### config.mk
export PLATFORM = sky130hd
export DESIGN_NAME = brk_unit
export DESIGN_NICKNAME = d
export VERILOG_FILES = /design/src/rtl/brk_pkg.sv /design/src/rtl/brk_addr_trig.sv /design/src/rtl/brk_data_trig.sv /design/src/rtl/brk_evt_counter.sv /design/src/rtl/brk_combine.sv /design/src/rtl/brk_unit.sv
export SDC_FILE = /design/constraint.sdc
export NUM_CORES = 1
export LEC_CHECK = 0
export BUFFER_PORTS_ARGS = -buffer_cell sky130_fd_sc_hd__buf_4
export CORE_MARGIN = 2
export CORE_UTILIZATION = 55
export DETAILED_ROUTE_END_ITERATION = 10
export GPL_ROUTABILITY_DRIVEN = 0
export PLACE_DENSITY = 0.91
export SYNTH_ARGS = -nofsm -noshare
export SYNTH_HDL_FRONTEND = slang
export SYNTH_HIERARCHICAL = 1
export SYNTH_SLANG_ARGS = --single-unit
### constraint.sdc
create_clock -name clk_i -period 3.2 [get_ports clk_i]
set_clock_uncertainty 0.1 [all_clocks]
set_input_delay 0.16 -clock clk_i [delete_from_list [all_inputs] [get_ports clk_i]]
set_output_delay 0.16 -clock clk_i [all_outputs]
set_load 0.05 [all_outputs]
### src/rtl/brk_pkg.sv
package brk_pkg;

  localparam int CFG_AW = 3;
  localparam int CFG_DW = 32;

  localparam logic [CFG_AW-1:0] REG_CTRL    = 3'd0;
  localparam logic [CFG_AW-1:0] REG_T1_CMP  = 3'd1;
  localparam logic [CFG_AW-1:0] REG_T2_VAL  = 3'd2;
  localparam logic [CFG_AW-1:0] REG_T2_MASK = 3'd3;
  localparam logic [CFG_AW-1:0] REG_PRELOAD = 3'd4;

  typedef enum logic [2:0] {
    T1_OFF, T1_P_FETCH, T1_P_READ, T1_P_WRITE,
    T1_P_ANY, T1_X_READ, T1_X_WRITE, T1_X_ANY
  } t1_mode_e;

  typedef enum logic [1:0] {T2_OFF, T2_READ, T2_WRITE, T2_ANY} t2_mode_e;

  typedef enum logic [2:0] {
    CMB_T1, CMB_T2, CMB_AND, CMB_OR, CMB_SEQ, CMB_CNT, CMB_RSV6, CMB_RSV7
  } cmb_mode_e;

  typedef enum logic [1:0] {SRC_T1, SRC_T2, SRC_DBG, SRC_OVF} cnt_src_e;

  typedef enum logic [2:0] {
    ACT_IRQ, ACT_TRC_START, ACT_TRC_STOP, ACT_HALT,
    ACT_IRQ_RELOAD, ACT_RSV5, ACT_RSV6, ACT_RSV7
  } act_e;

  typedef struct packed {
    act_e      act;
    cnt_src_e  src;
    cmb_mode_e cmb;
    t2_mode_e  t2;
    t1_mode_e  t1;
    logic      en;
  } ctrl_t;

  localparam int CTRL_W = $bits(ctrl_t);

endpackage

### src/rtl/brk_addr_trig.sv
module brk_addr_trig
  import brk_pkg::*;
#(
  parameter int AW = 24
) (
  input  logic          clk_i,
  input  logic          rst_ni,
  input  logic          en_i,
  input  t1_mode_e      mode_i,
  input  logic [AW-1:0] cmp_i,
  input  logic [AW-1:0] pab_i,
  input  logic          p_fetch_i,
  input  logic          p_rd_i,
  input  logic          p_wr_i,
  input  logic [AW-1:0] xab_i,
  input  logic          x_rd_i,
  input  logic          x_wr_i,
  output logic          hit_o
);

  logic p_eq, x_eq, match, hit_q;

  always_comb begin
    p_eq = (pab_i == cmp_i);
    x_eq = (xab_i == cmp_i);
    case (mode_i)
      T1_P_FETCH: match = p_eq & p_fetch_i;
      T1_P_READ:  match = p_eq & p_rd_i;
      T1_P_WRITE: match = p_eq & p_wr_i;
      T1_P_ANY:   match = p_eq & (p_fetch_i | p_rd_i | p_wr_i);
      T1_X_READ:  match = x_eq & x_rd_i;
      T1_X_WRITE: match = x_eq & x_wr_i;
      T1_X_ANY:   match = x_eq & (x_rd_i | x_wr_i);
      default:    match = 1'b0;
    endcase
  end

  always_ff @(posedge clk_i or negedge rst_ni) begin
    if (!rst_ni) hit_q <= 1'b0;
    else         hit_q <= en_i & match;
  end

  assign hit_o = hit_q;

  AST_T1_NO_STROBE: assert property (@(posedge clk_i) disable iff (!rst_ni)
    (!p_fetch_i && !p_rd_i && !p_wr_i && !x_rd_i && !x_wr_i) |=> !hit_o);

endmodule

### src/rtl/brk_data_trig.sv
module brk_data_trig #(
  parameter int DW = 32
) (
  input  logic          clk_i,
  input  logic          rst_ni,
  input  logic          en_i,
  input  logic [1:0]    mode_i,
  input  logic [DW-1:0] val_i,
  input  logic [DW-1:0] mask_i,
  input  logic [DW-1:0] rdata_i,
  input  logic [DW-1:0] wdata_i,
  input  logic          x_rd_i,
  input  logic          x_wr_i,
  output logic          hit_o
);

  localparam int NLANE = 2;

  logic [DW-1:0]    bus [NLANE];
  logic [NLANE-1:0] strb, lane_hit;
  logic             hit_q;

  assign bus[0] = rdata_i;
  assign bus[1] = wdata_i;
  assign strb   = {x_wr_i, x_rd_i};

  // lane 0 = read path, lane 1 = write path; mode bit p enables lane p
  for (genvar p = 0; p < NLANE; p++) begin : g_lane
    assign lane_hit[p] = strb[p] & mode_i[p] & ~|((bus[p] ^ val_i) & mask_i);
  end

  always_ff @(posedge clk_i or negedge rst_ni) begin
    if (!rst_ni) hit_q <= 1'b0;
    else         hit_q <= en_i & |lane_hit;
  end

  assign hit_o = hit_q;

  AST_T2_MASK_ALL: assert property (@(posedge clk_i) disable iff (!rst_ni)
    (en_i && mode_i[0] && x_rd_i && mask_i == '0) |=> hit_o);

endmodule

### src/rtl/brk_evt_counter.sv
module brk_evt_counter #(
  parameter int CW = 16
) (
  input  logic          clk_i,
  input  logic          rst_ni,
  input  logic          en_i,
  input  logic          load_i,
  input  logic [CW-1:0] preload_i,
  input  logic          ev_i,
  output logic          fire_o
);

  localparam logic [CW-1:0] ONE = CW'(1);

  logic [CW-1:0] cnt_q;

  always_ff @(posedge clk_i or negedge rst_ni) begin
    if (!rst_ni)                           cnt_q <= '0;
    else if (load_i)                       cnt_q <= preload_i;
    else if (en_i && ev_i && cnt_q != '0)  cnt_q <= cnt_q - ONE;
  end

  assign fire_o = en_i & ev_i & (cnt_q == ONE);

  AST_CNT_ZERO_HOLD: assert property (@(posedge clk_i) disable iff (!rst_ni)
    (cnt_q == '0 && !load_i) |=> cnt_q == '0);
  AST_CNT_SINGLE: assert property (@(posedge clk_i) disable iff (!rst_ni)
    (fire_o && !load_i) |=> !fire_o);

endmodule

### src/rtl/brk_combine.sv
module brk_combine
  import brk_pkg::*;
(
  input  logic      clk_i,
  input  logic      rst_ni,
  input  logic      act_i,
  input  logic      clr_arm_i,
  input  cmb_mode_e mode_i,
  input  logic      t1_i,
  input  logic      t2_i,
  input  logic      cnt_i,
  output logic      fire_o
);

  logic armed_q, f;

  always_comb begin
    case (mode_i)
      CMB_T1:  f = t1_i;
      CMB_T2:  f = t2_i;
      CMB_AND: f = t1_i & t2_i;
      CMB_OR:  f = t1_i | t2_i;
      CMB_SEQ: f = armed_q & t2_i;
      CMB_CNT: f = cnt_i;
      default: f = 1'b0;
    endcase
  end

  assign fire_o = act_i & f;

  always_ff @(posedge clk_i or negedge rst_ni) begin
    if (!rst_ni)                              armed_q <= 1'b0;
    else if (clr_arm_i)                       armed_q <= 1'b0;
    else if (act_i && mode_i == CMB_SEQ) begin
      if (t1_i)        armed_q <= 1'b1;
      else if (fire_o) armed_q <= 1'b0;
    end
  end

  AST_ARM_CLEAR: assert property (@(posedge clk_i) disable iff (!rst_ni)
    clr_arm_i |=> !armed_q);

endmodule

### src/rtl/brk_unit.sv
module brk_unit
  import brk_pkg::*;
#(
  parameter int AW = 24,
  parameter int DW = 32,
  parameter int CW = 16
) (
  input  logic              clk_i,
  input  logic              rst_ni,
  input  logic              cfg_we_i,
  input  logic [CFG_AW-1:0] cfg_addr_i,
  input  logic [CFG_DW-1:0] cfg_wdata_i,
  input  logic [AW-1:0]     pab_i,
  input  logic              p_fetch_i,
  input  logic              p_rd_i,
  input  logic              p_wr_i,
  input  logic [AW-1:0]     xab_i,
  input  logic              x_rd_i,
  input  logic              x_wr_i,
  input  logic [DW-1:0]     rdata_i,
  input  logic [DW-1:0]     wdata_i,
  input  logic              dbg_ev_i,
  input  logic              ovf_ev_i,
  input  logic              halt_clr_i,
  output logic              irq_o,
  output logic              trc_start_o,
  output logic              trc_stop_o,
  output logic              halt_o
);

  ctrl_t         ctrl_q;
  logic [AW-1:0] t1_cmp_q;
  logic [DW-1:0] t2_val_q, t2_mask_q;
  logic [CW-1:0] preload_q;
  logic          halt_q, lock_q, dbg_q, ovf_q;
  logic          ctrl_wr, arm_wr, active;
  logic          t1_hit, t2_hit, cnt_ev, cnt_fire, cmb_fire;
  logic          halt_set, cnt_reload;

  assign ctrl_wr = cfg_we_i && cfg_addr_i == REG_CTRL;
  assign arm_wr  = ctrl_wr && cfg_wdata_i[0];
  assign active  = ctrl_q.en & ~lock_q;

  always_ff @(posedge clk_i or negedge rst_ni) begin
    if (!rst_ni) begin
      ctrl_q    <= '0;
      t1_cmp_q  <= '0;
      t2_val_q  <= '0;
      t2_mask_q <= '0;
      preload_q <= '0;
    end else if (cfg_we_i) begin
      case (cfg_addr_i)
        REG_CTRL:    ctrl_q    <= ctrl_t'(cfg_wdata_i[CTRL_W-1:0]);
        REG_T1_CMP:  t1_cmp_q  <= cfg_wdata_i[AW-1:0];
        REG_T2_VAL:  t2_val_q  <= cfg_wdata_i[DW-1:0];
        REG_T2_MASK: t2_mask_q <= cfg_wdata_i[DW-1:0];
        REG_PRELOAD: preload_q <= cfg_wdata_i[CW-1:0];
        default: ;
      endcase
    end
  end

  // event pulses registered to line up with comparator hits
  always_ff @(posedge clk_i or negedge rst_ni) begin
    if (!rst_ni) begin
      dbg_q <= 1'b0;
      ovf_q <= 1'b0;
    end else begin
      dbg_q <= active & dbg_ev_i;
      ovf_q <= active & ovf_ev_i;
    end
  end

  brk_addr_trig #(.AW(AW)) u_t1 (
    .clk_i, .rst_ni, .en_i(active), .mode_i(ctrl_q.t1), .cmp_i(t1_cmp_q),
    .pab_i, .p_fetch_i, .p_rd_i, .p_wr_i, .xab_i, .x_rd_i, .x_wr_i,
    .hit_o(t1_hit)
  );

  brk_data_trig #(.DW(DW)) u_t2 (
    .clk_i, .rst_ni, .en_i(active), .mode_i(ctrl_q.t2), .val_i(t2_val_q),
    .mask_i(t2_mask_q), .rdata_i, .wdata_i, .x_rd_i, .x_wr_i,
    .hit_o(t2_hit)
  );

  always_comb begin
    case (ctrl_q.src)
      SRC_T1:  cnt_ev = t1_hit;
      SRC_T2:  cnt_ev = t2_hit;
      SRC_DBG: cnt_ev = dbg_q;
      default: cnt_ev = ovf_q;
    endcase
  end

  brk_evt_counter #(.CW(CW)) u_cnt (
    .clk_i, .rst_ni, .en_i(active), .load_i(arm_wr | cnt_reload),
    .preload_i(preload_q), .ev_i(cnt_ev), .fire_o(cnt_fire)
  );

  brk_combine u_cmb (
    .clk_i, .rst_ni, .act_i(active), .clr_arm_i(arm_wr), .mode_i(ctrl_q.cmb),
    .t1_i(t1_hit), .t2_i(t2_hit), .cnt_i(cnt_fire), .fire_o(cmb_fire)
  );

  assign irq_o       = cmb_fire & (ctrl_q.act == ACT_IRQ || ctrl_q.act == ACT_IRQ_RELOAD);
  assign trc_start_o = cmb_fire & (ctrl_q.act == ACT_TRC_START);
  assign trc_stop_o  = cmb_fire & (ctrl_q.act == ACT_TRC_STOP);
  assign halt_set    = cmb_fire & (ctrl_q.act == ACT_HALT);
  assign cnt_reload  = cmb_fire & (ctrl_q.act == ACT_IRQ_RELOAD);

  always_ff @(posedge clk_i or negedge rst_ni) begin
    if (!rst_ni) begin
      halt_q <= 1'b0;
      lock_q <= 1'b0;
    end else begin
      if (ctrl_wr && !cfg_wdata_i[0]) halt_q <= 1'b0;
      else if (halt_set)              halt_q <= 1'b1;
      else if (halt_clr_i)            halt_q <= 1'b0;
      if (ctrl_wr)                    lock_q <= 1'b0;
      else if (halt_set)              lock_q <= 1'b1;
    end
  end

  assign halt_o = halt_q | halt_set;

  AST_QUIET_OFF: assert property (@(posedge clk_i) disable iff (!rst_ni)
    !ctrl_q.en |-> !(irq_o || trc_start_o || trc_stop_o || halt_o));
  AST_HALT_HELD: assert property (@(posedge clk_i) disable iff (!rst_ni)
    (halt_o && !halt_clr_i && !ctrl_wr) |=> halt_o);
  AST_ONE_ACTION: assert property (@(posedge clk_i) disable iff (!rst_ni)
    $onehot0({irq_o, trc_start_o, trc_stop_o, halt_set}));
  AST_LOCK_SILENT: assert property (@(posedge clk_i) disable iff (!rst_ni)
    lock_q |-> !(irq_o || trc_start_o || trc_stop_o));

endmodule

==> results of run 1 <==
[per-layer routing]
layer	vias to the layer above	GRT usage (%)	wire length, µm
li1	2614	-	-
met1	3097	38.76	8418
met2	408	55.08	11710
met3	87	8.066	1892
met4	0	16.03	963
met5	-	0	0
[cells in the final DEF, fill, tap and decap left out, types with 4 or more instances in the layout]
cell | Yosys | layout
sky130_fd_sc_hd__a31oi_1 | 6 | 6
sky130_fd_sc_hd__xnor2_1 | 9 | 9
sky130_fd_sc_hd__or4_1 | 6 | 6
sky130_fd_sc_hd__nand4_1 | 12 | 12
sky130_fd_sc_hd__a22oi_1 | 14 | 14
sky130_fd_sc_hd__a221oi_1 | 6 | 6
sky130_fd_sc_hd__dlygate4sd3_1 | 0 | 36
sky130_fd_sc_hd__nand4b_1 | 4 | 4
sky130_fd_sc_hd__o21ai_0 | 5 | 5
sky130_fd_sc_hd__clkinv_4 | 0 | 6
sky130_fd_sc_hd__inv_1 | 9 | 9
sky130_fd_sc_hd__a22o_1 | 10 | 9
sky130_fd_sc_hd__clkbuf_16 | 0 | 17
sky130_fd_sc_hd__buf_4 | 5 | 171
sky130_fd_sc_hd__nand2_1 | 15 | 15
sky130_fd_sc_hd__nor3_1 | 10 | 10
sky130_fd_sc_hd__dfrtp_1 | 141 | 141
sky130_fd_sc_hd__a21oi_1 | 9 | 9
sky130_fd_sc_hd__xor2_1 | 104 | 104
sky130_fd_sc_hd__mux2_4 | 6 | 6
sky130_fd_sc_hd__nor2_1 | 11 | 11
sky130_fd_sc_hd__nand3_1 | 12 | 12
sky130_fd_sc_hd__nor4_1 | 11 | 11
sky130_fd_sc_hd__mux2_2 | 111 | 111
[critical path: cells and delay by family, from the launching register on]
family          cells  cell delay, ps
compound gates      5             920
flops               1             460
simple gates        5            1360
buf+inv             1             110
[layout make-up]
cell class / count / area share, %
multi-input combinational: 424 / 38.72
sequential: 141 / 35.71
tap: 176 / 2.228
timing repair buffer: 208 / 16.75
clock buffer: 17 / 4.305
clock inverter: 15 / 1.912
inverter: 10 / 0.3798
[cells in the mapped netlist (all sizes together), types with 4 or more instances]
cell type	instances	share of area [%]
nor4	15	1.8
dfrtp	141	48
a22oi	14	1.4
nand2	15	0.76
or4	6	0.61
inv	9	0.45
a21oi	10	0.72
a31oi	6	0.51
nand4	13	1.2
buf	14	1.3
a22o	10	1.2
nor4bb	5	0.67
nand3	12	0.81
and2	4	0.34
xnor2	9	1.1
nand4b	4	0.47
nor3	10	0.67
nor2	11	0.56
a221oi	8	1.1
mux2	119	18
xor2	104	12
o21ai	5	0.34
[per-stage QoR]
| stage | util (%) | power (mW) | TNS [ps] |
|---|---|---|---|
| finish | 74.92 | 6.207 | 0 |
| global route | 74.92 | 6.430 | 0 |
| CTS | 74.81 | 6.146 | 0 |
| detailed placement | 67.41 | 4.018 | -176.9 |
| global placement | 67.41 | 3.912 | 0 |
| floorplan | - | 3.441 | 0 |
[worst paths after layout]
| check | from | endpoint | cells after the start |
|---|---|---|---|
| worst min-delay path | cfg_wdata_i[0] | ctrl_q[0]$_DFFE_PN0P_ | 2 |
| worst min register to register | preload_q[0]$_DFFE_PN0P_ | u_cnt/cnt_q[0]$_DFFE_PN0P_ | 2 |
| min in group asynchronous | rst_ni | ctrl_q[11]$_DFFE_PN0P_ | 2 |
| worst max-delay path | u_cnt/cnt_q[10]$_DFFE_PN0P_ | u_cnt/cnt_q[4]$_DFFE_PN0P_ | 11 |
| max in group asynchronous | rst_ni | t2_mask_q[18]$_DFFE_PN0P_ | 3 |
| worst max register to register | u_cnt/cnt_q[10]$_DFFE_PN0P_ | u_cnt/cnt_q[4]$_DFFE_PN0P_ | 11 |
[cell families (layout without fill, tap and decap cells)]
logic type | Yosys count | in the layout | synth area share [%]
adder cells (fa/ha/maj) | 2 | 2 | 0.3369
multiplexers | 123 | 123 | 19.06
AND/OR/NAND/NOR | 112 | 112 | 10.01
buffers and inverters | 27 | 250 | 1.938
flip-flops | 141 | 141 | 47.51
XOR/XNOR | 113 | 113 | 13.33
AO/OA/AOI/OAI | 74 | 74 | 7.818
[report_power, final]
group | switching, mW | leakage [nW] | internal [mW]
clock | 0.826 | 0.294 | 1.24
sequential | 0.505 | 1.69 | 2.18
combinational | 0.647 | 2.43 | 0.808
[state kept, by name, indices dropped and copies added (netlist names)]
name,cells
lock_q,1
u_t1/hit_o,1
ctrl_q,14
t1_cmp_q,24
u_t2/hit_o,1
preload_q,16
u_cnt/cnt_q,16
dbg_q,1
halt_q,1
ovf_q,1
t2_mask_q,32
u_cmb/armed_q,1
t2_val_q,32
[timing repair]
item	CTS	global route
setup endpoints to repair	7	12
hold buffers	36	0
hold endpoints to repair	203	0
resized for setup	1	3
==> metrics list, run 1 <==
- Outcome: complete, no violations
- Starting DRT DRC Count: 896
- The final count of pins violating max slew came to 0.
- Root buf cell: sky130_fd_sc_hd__clkbuf_16
- The die covers 0.01445 mm².
- Peak fanout along the critical path: 10
* Number of nets in the layout: 962
* Count of vias placed by the detailed router: 6206
- After routing the design area is 0.009882 mm².
- In this run, synthesis produced a sequential element count of 141.
- H-tree lvl count: 4
- The cell count after synthesis came out at approximately 600.
- Area of the multi-input gates: ~0.0038 mm²
- Number of clock sinks seen by CTS: between 100 and 150
- At the worst endpoint, the required time is 3390 ps.
- Synthesis instantiated 65 different standard cells from the library.
- Total clock buffers created by CTS: 17
* FF-to-FF setup slack: 120 ps
- Initial Utilization: a little under three fifths
- Combined flip-flop and latch cell area: between 0.003 and 0.004 mm²
* Ratio of total power to cell area: between 600 and 700 mW/mm²
* Slowest Stage Delay on Critical Path: 520 ps
- Setup slack after placement: -58.96 ps
* Final HPWL DP: 15670 µm
* # Max-Cap Violations: 0
* Placed cell areas: around 0.0089 mm²
- For this run, the detailed router's first-pass iteration total came to 6.
- For this run, the top clock speed supported by timing is 324.8 MHz.
- In the finished design, the share of the clock period the worst path needs comes to 96.23%.
* Slew at the pin closest to its max-slew limit: between 1000 and 1500 ps
* DRT antenna net count: 0
- Arrival @ worst endpoint: 3270 ps
- Cell total after placement: 923
- Remaining global-route overflow: 0
- Of all flip-flops after synthesis, the portion carrying an async set or reset was 100.0%.
* Fin. Hold Viols: 0
- Number of diodes added for antenna fixing: 0
- Final setup violation count: 0
- Non-filler cells, final: around 990
- Netlist area before placement: roughly 0.0074 mm²
- CP max stage cell: sky130_fd_sc_hd__nor4_1
* Post-CTS Repair Setup Buffers: 0
- The worst setup path is of the reg -> reg kind.
- CP startpoint kind: flip-flop
- Classification of the worst-slack hold path: in -> reg
- The floorplan step defined a core boundary enclosing 0.01319 mm².
- Kind of end point of the critical path: flip-flop
- Number of flops mapped to enable cells by yosys: 0
* Die outline height: about 120 µm
- Count of fill cells added during filler insertion: 752
- Clk Latency, worst-skew pair: roughly 420 ps
- In this run the tightest slew margin relative to its limit is a little under a third.
- Antenna violations before repair: 0
* Slack of the critical path: 120.7 ps
- Buffers from clock root to sink, at most: 2
- During synthesis, Yosys emitted a total of 6 warnings.
* Max rail drop VDD: 0.0003896 V
- Detailed-route vias per instance: approximately 6.3
* Via count of the first global-routing pass: 6655
- The first global-routing pass estimated 35300 µm of wire.
- The most used flip-flop cell after synthesis is sky130_fd_sc_hd__dfrtp_1.
- Cell leakage power: 4.422 nW
- Setup repair after global routing left no endpoint under its margin.
- Fraction of layout instances using a drive strength above 1: 42.58%
- Sequential cell area fraction in the yosys report: 47.51%
* Net count of the mapped netlist: 752
* Hold slack: 40.45 ps
- Clock-pin slew was measured on the worst setup and hold paths at 60 ps.
* Largest net degree at the start of global routing: 91
* Ports placed on the boundary: 162
- Average cell area after synthesis: 12.54 µm²
- TritonCTS clock tree: built
- P&R area growth vs syn: 33.08%
- Number of buffers added on ports: 161
- In the final routed layout, each cell accounts on average for ~23 µm.
* Final period demand of the worst path: 3079 ps
- The floorplan has 42 rows.
- List of cells traversed by the critical path: nor4_1 > nand4_1 > nor4b_2 > a21oi_1 > o32ai_2 > nor3b_4 > a22o_4 > clkinv_1 > nand2_1 > o21ai_0 > a211o_1
- Die boundary width: 120.2 µm
- Global routing consumed, over all layers together, 32.54% of the routing resources.
- The final layout contains routed wiring with a total length of around 23000 µm.
- DRC Markers: 0
(Power assumes the default switching activity.)
==> inputs of run 2 (changes only) <==
CORE_UTILIZATION = 40   (was 55)
PLACE_DENSITY = 0.72   (was 0.91)
==> run 2 against run 1 <==
Effect of this change:
- count of clock-buffer cells in the layout is 2 higher
- sequential share of layout area decreased by 0.26 points
- worst setup slack improved by 45 ps
- first-iteration DRC count down 57%
- die area is 36% higher
- fmax rose by 1.5%
- critical path type unchanged
- largest cell class unchanged
- largest power group unchanged
==> metrics list, run 2 (synthesis gave the netlist of run 1 again) <==
* Die outline height: 140.3 µm (+17%)
* Final Cycle Share: 94.81% (-1.4 points)
- The area growth from synthesis to layout is 34.05%.
- The die outline area is 0.01967 mm² (+36%).
* Post-CTS Repair Setup Buffers: 0 (unchanged)
* Total Neg Setup Slack: 0 ps (unchanged)
- The pin slew with the least headroom to its limit was 1103 ps (+83.17 ps).
- Antenna violations before repair: 0 (unchanged)
* Total routed wirelength: 20940 µm (-8.9%)
* Remaining global-route overflow: 0 (unchanged)
* Final HPWL DP: 15530 µm (-0.90%)
- The flow ran to the end, and the final reports show no timing, DRC or antenna violations.
* Cell leakage power: 4.430 nW (+0.19%)
- Number of diodes added for antenna fixing: 0 (unchanged)
- The number of buffers added on ports is 161 (unchanged).
- The largest registers in the layout are t2_mask_q: 32 flops, t2_val_q: 32 flops, t1_cmp_q: 24 flops.
- The latest clock arrival within the worst-skew pair is 430 ps (about the same).
- The library cell used most frequently in the layout, excluding fill and tap cells, is sky130_fd_sc_hd__buf_4.
- Leaving out fill and tap cells, the most frequent cells in the layout are sky130_fd_sc_hd__buf_4 (171), sky130_fd_sc_hd__dfrtp_1 (141), sky130_fd_sc_hd__mux2_2 (111), sky130_fd_sc_hd__xor2_1 (104), sky130_fd_sc_hd__dlygate4sd3_1 (36).
- The filler cell count in the final layout came to 1514 (+100%).
- The final count of pins violating max slew came to 0 (unchanged).
- The post-route minimum period came to 3034 ps (-45.39 ps).
- The top-level port count was 162 (unchanged).
- The final hold slack was 25.19 ps (-15.26 ps).
- The setup-violating endpoint count in the final report is 0 (unchanged).
* Arrival @ worst endpoint: 3290 ps (+20 ps)
- Detailed-route vias per instance: 5.453 (-13%)
* H-tree lvl count: 4 (unchanged)
- Kind of end point of the critical path: flip-flop
- Pre-Repair DR Iteration Count: 5 (-1)
- The number of max-cap violations is 0 (unchanged).
- The area after detailed placement came to 0.008957 mm² (+0.75%).
- The first-pass GRT wire length is 32420 µm (-8.2%).
- The fraction of final layout cells sized beyond drive strength 1 came to 42.33% (-0.25 points).
- The worst hold path belongs to the class in -> reg.
- DRT antenna net count: 0 (unchanged)
- Count of vias placed by the detailed router: 5693 (-8.3%)
- Root buf cell: sky130_fd_sc_hd__clkbuf_16
* Buffers from clock root to sink, at most: 2 (unchanged)
- Ratio of total power to cell area: 616.2 mW/mm² (-1.9%)
- Largest net degree at the start of global routing: 118 (+30%)
- Routed wirelength normalized by instance count: 20.05 µm (-14%)
* Number of clock sinks seen by CTS: 141 (unchanged)
- The number of violations reported at the end of detailed-routing iteration 0 came to 382 (-57%).
- The number of global-route vias before repair came to 5812 (-13%).
- Clock transition at path regs: 60 ps (about the same)
- Critical path type: reg -> reg
* Relative slew slack: 26.48% (-4.6 points)
- The required time at the endpoint of the critical path came to 3450 ps (+60 ps).
* Fin. Hold Viols: 0 (unchanged)
- The cell area after layout came to 0.009955 mm² (+0.73%).
- The worst setup path is launched from a flip-flop.
- The number of buffers created by CTS is 17 (unchanged).
- Initial Utilization: 41.06% (-15 points)
- The number of DRC violations after detailed routing came to 0 (unchanged).
- Fmax: 329.6 MHz (+1.5%)
- The placeable core area came to 0.01809 mm² (+37%).
* Aggregate global-route resource usage: 21.95% (-11 points)
* Die boundary width: 140.3 µm (+17%)
* Number of nets in the layout: 962 (unchanged)
* Placement Rows: 49 (+17%)
- Setup repair after global routing left no endpoint under its margin.
- Peak fanout along the critical path: 12 (+2)
- Max rail drop VDD: 0.0004728 V (+21%)
- TritonCTS built the clock tree.
run 2: critical path, stage by stage (launching register included):
cell and delay, ps:
sky130_fd_sc_hd__dfrtp_1 420, sky130_fd_sc_hd__mux4_2 510, sky130_fd_sc_hd__and2_1 220, sky130_fd_sc_hd__nand4_1 110, sky130_fd_sc_hd__nor4b_1 60, sky130_fd_sc_hd__a21oi_1 180
sky130_fd_sc_hd__o32ai_2 110, sky130_fd_sc_hd__nor3b_4 170, sky130_fd_sc_hd__a22o_2 260, sky130_fd_sc_hd__buf_4 190, sky130_fd_sc_hd__or4_1 530, sky130_fd_sc_hd__nand3_1 100
run 2: metal layers:
| metal | up-vias | global-route usage [%] | part of all wire, % |
|---|---|---|---|
| met5 | - | 0 | 0 |
| li1 | 2615 | - | - |
| met1 | 2858 | 28.87 | 43 |
| met3 | 30 | 5.607 | 6.3 |
| met4 | 0 | 6.699 | 2.2 |
| met2 | 190 | 35.84 | 49 |
run 2: power breakdown:
part	internal [mW]	leakage, nW	switching, mW
clock network	1.33	0.309	0.778
logic	0.803	2.43	0.568
registers	2.18	1.69	0.470
run 2: timing repair:
action                                 4_1_cts  5_1_grt
hold buffers                                36        0
endpoints found under the hold margin      231        0
resized for setup                            0        2
setup endpoints to repair                    0        5
run 2: worst paths after layout:
kind | endpoint | slack [ps] | cells after the start | from
max | u_cnt/cnt_q[12]$_DFFE_PN0P_ | 170 | 11 | u_t2/hit_o$_DFF_PN0_
min | t1_cmp_q[0]$_DFFE_PN0P_ | 30 | 2 | cfg_wdata_i[0]
max reg2reg | u_cnt/cnt_q[12]$_DFFE_PN0P_ | 170 | 11 | u_t2/hit_o$_DFF_PN0_
min reg2reg | u_cnt/cnt_q[13]$_DFFE_PN0P_ | 390 | 2 | preload_q[13]$_DFFE_PN0P_
max in group asynchronous | t2_val_q[23]$_DFFE_PN0P_ | 1740 | 3 | rst_ni
min in group asynchronous | ctrl_q[6]$_DFFE_PN0P_ | 350 | 2 | rst_ni
run 2: cell type report:
cell class	instances	area (µm²)	share of cell area, %
sequential	141	3528	35.44
multi-input combinational	424	3817	38.35
clock buffer	19	442.9	4.449
timing repair buffer	208	1655	16.63
tap	229	286.5	2.878
clock inverter	13	186.4	1.873
inverter	10	37.54	0.3771
run 2: per-stage QoR:
step	instances	setup slack [ps]	power, mW	utilization, %
4_1_cts	1044	97.14	6.162	55.00
3_5_place_dp	976	102.2	4.002	49.53
3_3_place_gp	976	211.4	3.963	49.53
2_1_floorplan	592	22.40	3.441	-
6_report	1044	166.1	6.134	55.04
5_1_grt	1044	0.4317	6.439	55.04
==> inputs of run 3 (changes only) <==
CORE_MARGIN = 8   (was 2)
clock period = 3.3 ns   (was 3.2 ns; I/O delays follow)
==> run 3 against run 2 <==
Effect of this change:
- sequential share of layout area grew 0.22 points
- global-route usage is 3.2 points lower
- register-to-register slack better by 80 ps
- non-clock buffer count shrank 3
- fmax decreased by 0.58%
- clock power fell by 12%
==> metrics list, run 3 (synthesis gave the netlist of run 1 again) <==
* Die boundary width: 152.3 µm (+8.6%)
* Routed length on met1: 9280 µm (+4.3%)
* P&R area growth vs syn: 33.24%
- The signal arrival time at the worst endpoint was 3260 ps (-30 ps).
- Capture point of the worst reg-to-reg path: u_cnt/cnt_q[1]$_DFFE_PN0P_
- Antenna violations before repair: 1 (+1)
- The static power due to leakage is 4.394 nW (-0.82%).
* Peak fanout along the critical path: 10 (-2)
- Setup repair after global routing missed its margin: no
- The post-route minimum period was 3051 ps (+17.55 ps).
- The worst hold path terminates at halt_q$_DFFE_PN0P_.
- The pin slew with the least headroom to its limit is 990.1 ps (-112.7 ps).
* Classification of the worst-slack hold path: in -> reg
- The register-to-register setup slack is 250 ps (+80 ps).
- The highest layer touched by signal routing is met5.
* Routed wirelength normalized by instance count: 20.83 µm (+3.9%)
- The global router's overall resource usage came to 18.77% (-3.2 points).
* Number of nets in the layout: 959 (-0.31%)
- Starting DRT DRC Count: 274 (-28%)
- Relative slew slack: 33.13% (+6.6 points)
- Wire length of the first global-routing pass: 33880 µm (+4.5%)
- Total Neg Setup Slack: 0 ps (unchanged)
- Routed wl met3: 1411 µm (+7.0%)
* Count of vias placed by the detailed router: 5699 (+0.11%)
- The clock-pin slew on the worst setup and hold paths was 60 ps (about the same).
- The depth of the worst hold-timing path was 3 (+1).
- The top cell types in the final layout, fill and taps aside, are sky130_fd_sc_hd__buf_4 (168), sky130_fd_sc_hd__dfrtp_1 (141), sky130_fd_sc_hd__mux2_2 (111), sky130_fd_sc_hd__xor2_1 (104), sky130_fd_sc_hd__dlygate4sd3_1 (35).
- Detailed-route vias per instance: 5.448 (about the same)
- Length in cells of the worst reg-to-reg path: 11 (unchanged)
* Via count of the first global-routing pass: 6165 (+6.1%)
- Buffers from clock root to sink, at most: 2 (unchanged)
- Slack of the critical path: 248.6 ps (+82.45 ps)
- The run finished with clean final reports.
* Required time of the critical path: 3500 ps (+50 ps)
- Fmax: 327.7 MHz (-0.58%)
* Placement Rows: 50 (+2.0%)
* Fraction of layout instances using a drive strength above 1: 42.24% (-0.090 points)
* Kind of end point of the critical path: flip-flop
- The length of routed met2 wiring is 10720 µm (+4.4%).
- The number of antenna repair diodes is 0 (unchanged).
- Ports placed on the boundary: 162 (unchanged)
* Pre-Repair DR Iteration Count: 5 (unchanged)
- Initial Utilization: 40.24% (-0.82 points)
- DRC Markers: 0 (unchanged)
- The critical path is of the reg -> reg type.
- The hold violation total from the final report came to 0 (unchanged).
- Commonest non-fill, non-tap cell in the layout: sky130_fd_sc_hd__buf_4
- Ratio of total power to cell area: 581.3 mW/mm² (-5.7%)
- In this run the most critical hold path is launched from cfg_wdata_i[0].
* Total Die Area: 0.02318 mm² (+18%)
- Max rail drop VDD: 0.0003993 V (-16%)
* Largest registers: t2_mask_q: 32 flops, t2_val_q: 32 flops, t1_cmp_q: 24 flops
* TritonCTS clock tree: built
* Origin of the critical flop-to-flop path: ctrl_q[9]$_DFFE_PN0P_
* CP startpoint kind: flip-flop
- Total clock buffers created by CTS: 17 (unchanged)
- The remaining global-route overflow is 0 (unchanged).
* Final HPWL DP: 16450 µm (+5.9%)
- The final hold slack was 21.13 ps (-4.056 ps).
- The setup slack after placement came to 167.6 ps (+65.38 ps).
- The placeable core area came to 0.01846 mm² (+2.0%).
- The final count of pins violating max slew is 0 (unchanged).
- Root buf cell: sky130_fd_sc_hd__clkbuf_16
- The filler cell count in the final layout is 1554 (+2.6%).
- Final setup violation count: 0 (unchanged)
- The count of nets left with antenna violations after detail routing came to 0 (unchanged).
- The overall routed net length is 21790 µm (+4.1%).
- # Max-Cap Violations: 0 (unchanged)
- The number of buffers added on ports was 161 (unchanged).
- The pin count of the biggest net entering global routing was 93 (-21%).
* Number of clock sinks seen by CTS: 141 (unchanged)
* Clk Latency, worst-skew pair: 420 ps (about the same)
- The H-tree depth reported by CTS came to 4 (unchanged).
- Die outline height: 152.3 µm (+8.6%)
* Final Cycle Share: 92.47% (-2.3 points)
==> run 3: cell count changes in the layout (fill, tap and decap cells not counted), moves of 2 or more <==
cell                        delta
sky130_fd_sc_hd__bufinv_16     -3
sky130_fd_sc_hd__clkinv_2      +2
sky130_fd_sc_hd__buf_4         -3
sky130_fd_sc_hd__inv_6         -4
sky130_fd_sc_hd__clkinv_4      +2
sky130_fd_sc_hd__clkbuf_8      +3
==> run 3: metrics by stage <==
stage	cells	power [mW]	utilization [%]	cell area, µm²
detailed placement	979	3.879	48.56	8961
finish	1046	5.752	53.61	9894
CTS	1046	5.777	53.56	9884
global route	1046	6.035	53.61	9894
floorplan	592	3.337	-	7452
global placement	979	3.839	48.56	8961
==> run 3: repair_timing <==
action / 4_1_cts / 5_1_grt
hold endpoints to repair: 165 / 0
gates resized for setup: 0 / 2
hold buffers: 35 / 0
buffers inserted: 0 / 0
setup endpoints to repair: 0 / 5
==> run 3: worst max path at each step <==
stage | start | slack [ps] | endpoint | depth (start not counted)
floorplan | ctrl_q[9]$_DFFE_PN0P_ | 120 | u_cnt/cnt_q[5]$_DFFE_PN0P_ | 12
global placement | ctrl_q[9]$_DFFE_PN0P_ | 240 | u_cnt/cnt_q[1]$_DFFE_PN0P_ | 11
detailed placement | ctrl_q[9]$_DFFE_PN0P_ | 170 | u_cnt/cnt_q[1]$_DFFE_PN0P_ | 11
CTS | ctrl_q[9]$_DFFE_PN0P_ | 150 | u_cnt/cnt_q[4]$_DFFE_PN0P_ | 12
global route | ctrl_q[9]$_DFFE_PN0P_ | 20 | u_cnt/cnt_q[4]$_DFFE_PN0P_ | 12
finish | ctrl_q[9]$_DFFE_PN0P_ | 250 | u_cnt/cnt_q[1]$_DFFE_PN0P_ | 11
==> run 3: critical path: stages (launching register included) <==
cell and delay (ps):
sky130_fd_sc_hd__dfrtp_1 390, sky130_fd_sc_hd__mux4_2 370, sky130_fd_sc_hd__and2_1 220, sky130_fd_sc_hd__nand4_1 140
sky130_fd_sc_hd__nor4b_2 240, sky130_fd_sc_hd__a21oi_1 110, sky130_fd_sc_hd__o32ai_2 160, sky130_fd_sc_hd__nor3b_4 250
sky130_fd_sc_hd__a22o_1 220, sky130_fd_sc_hd__clkinvlp_4 220, sky130_fd_sc_hd__buf_4 230, sky130_fd_sc_hd__mux2_2 270
==> run 3: final cells by class <==
cell class / instances / area (µm²) / area share [%]
clock inverter: 10 / 88.84 / 0.8978
tap: 234 / 292.8 / 2.959
inverter: 10 / 41.29 / 0.4173
timing repair buffer: 205 / 1643 / 16.60
multi-input combinational: 424 / 3816 / 38.57
clock buffer: 22 / 484.2 / 4.894
sequential: 141 / 3528 / 35.66
==> run 3: report_power, final <==
part / internal [mW] / switching (mW)
sequential: 2.12 / 0.453
clock: 1.11 / 0.736
combinational: 0.780 / 0.551
total: 4.01 / 1.74
==> run 3: metal layers <==
metal,vias up,GRT usage (%)
met4,2,5.902
met1,2853,22.87
met3,30,5.474
met5,-,0
met2,205,31.45
li1,2609,-
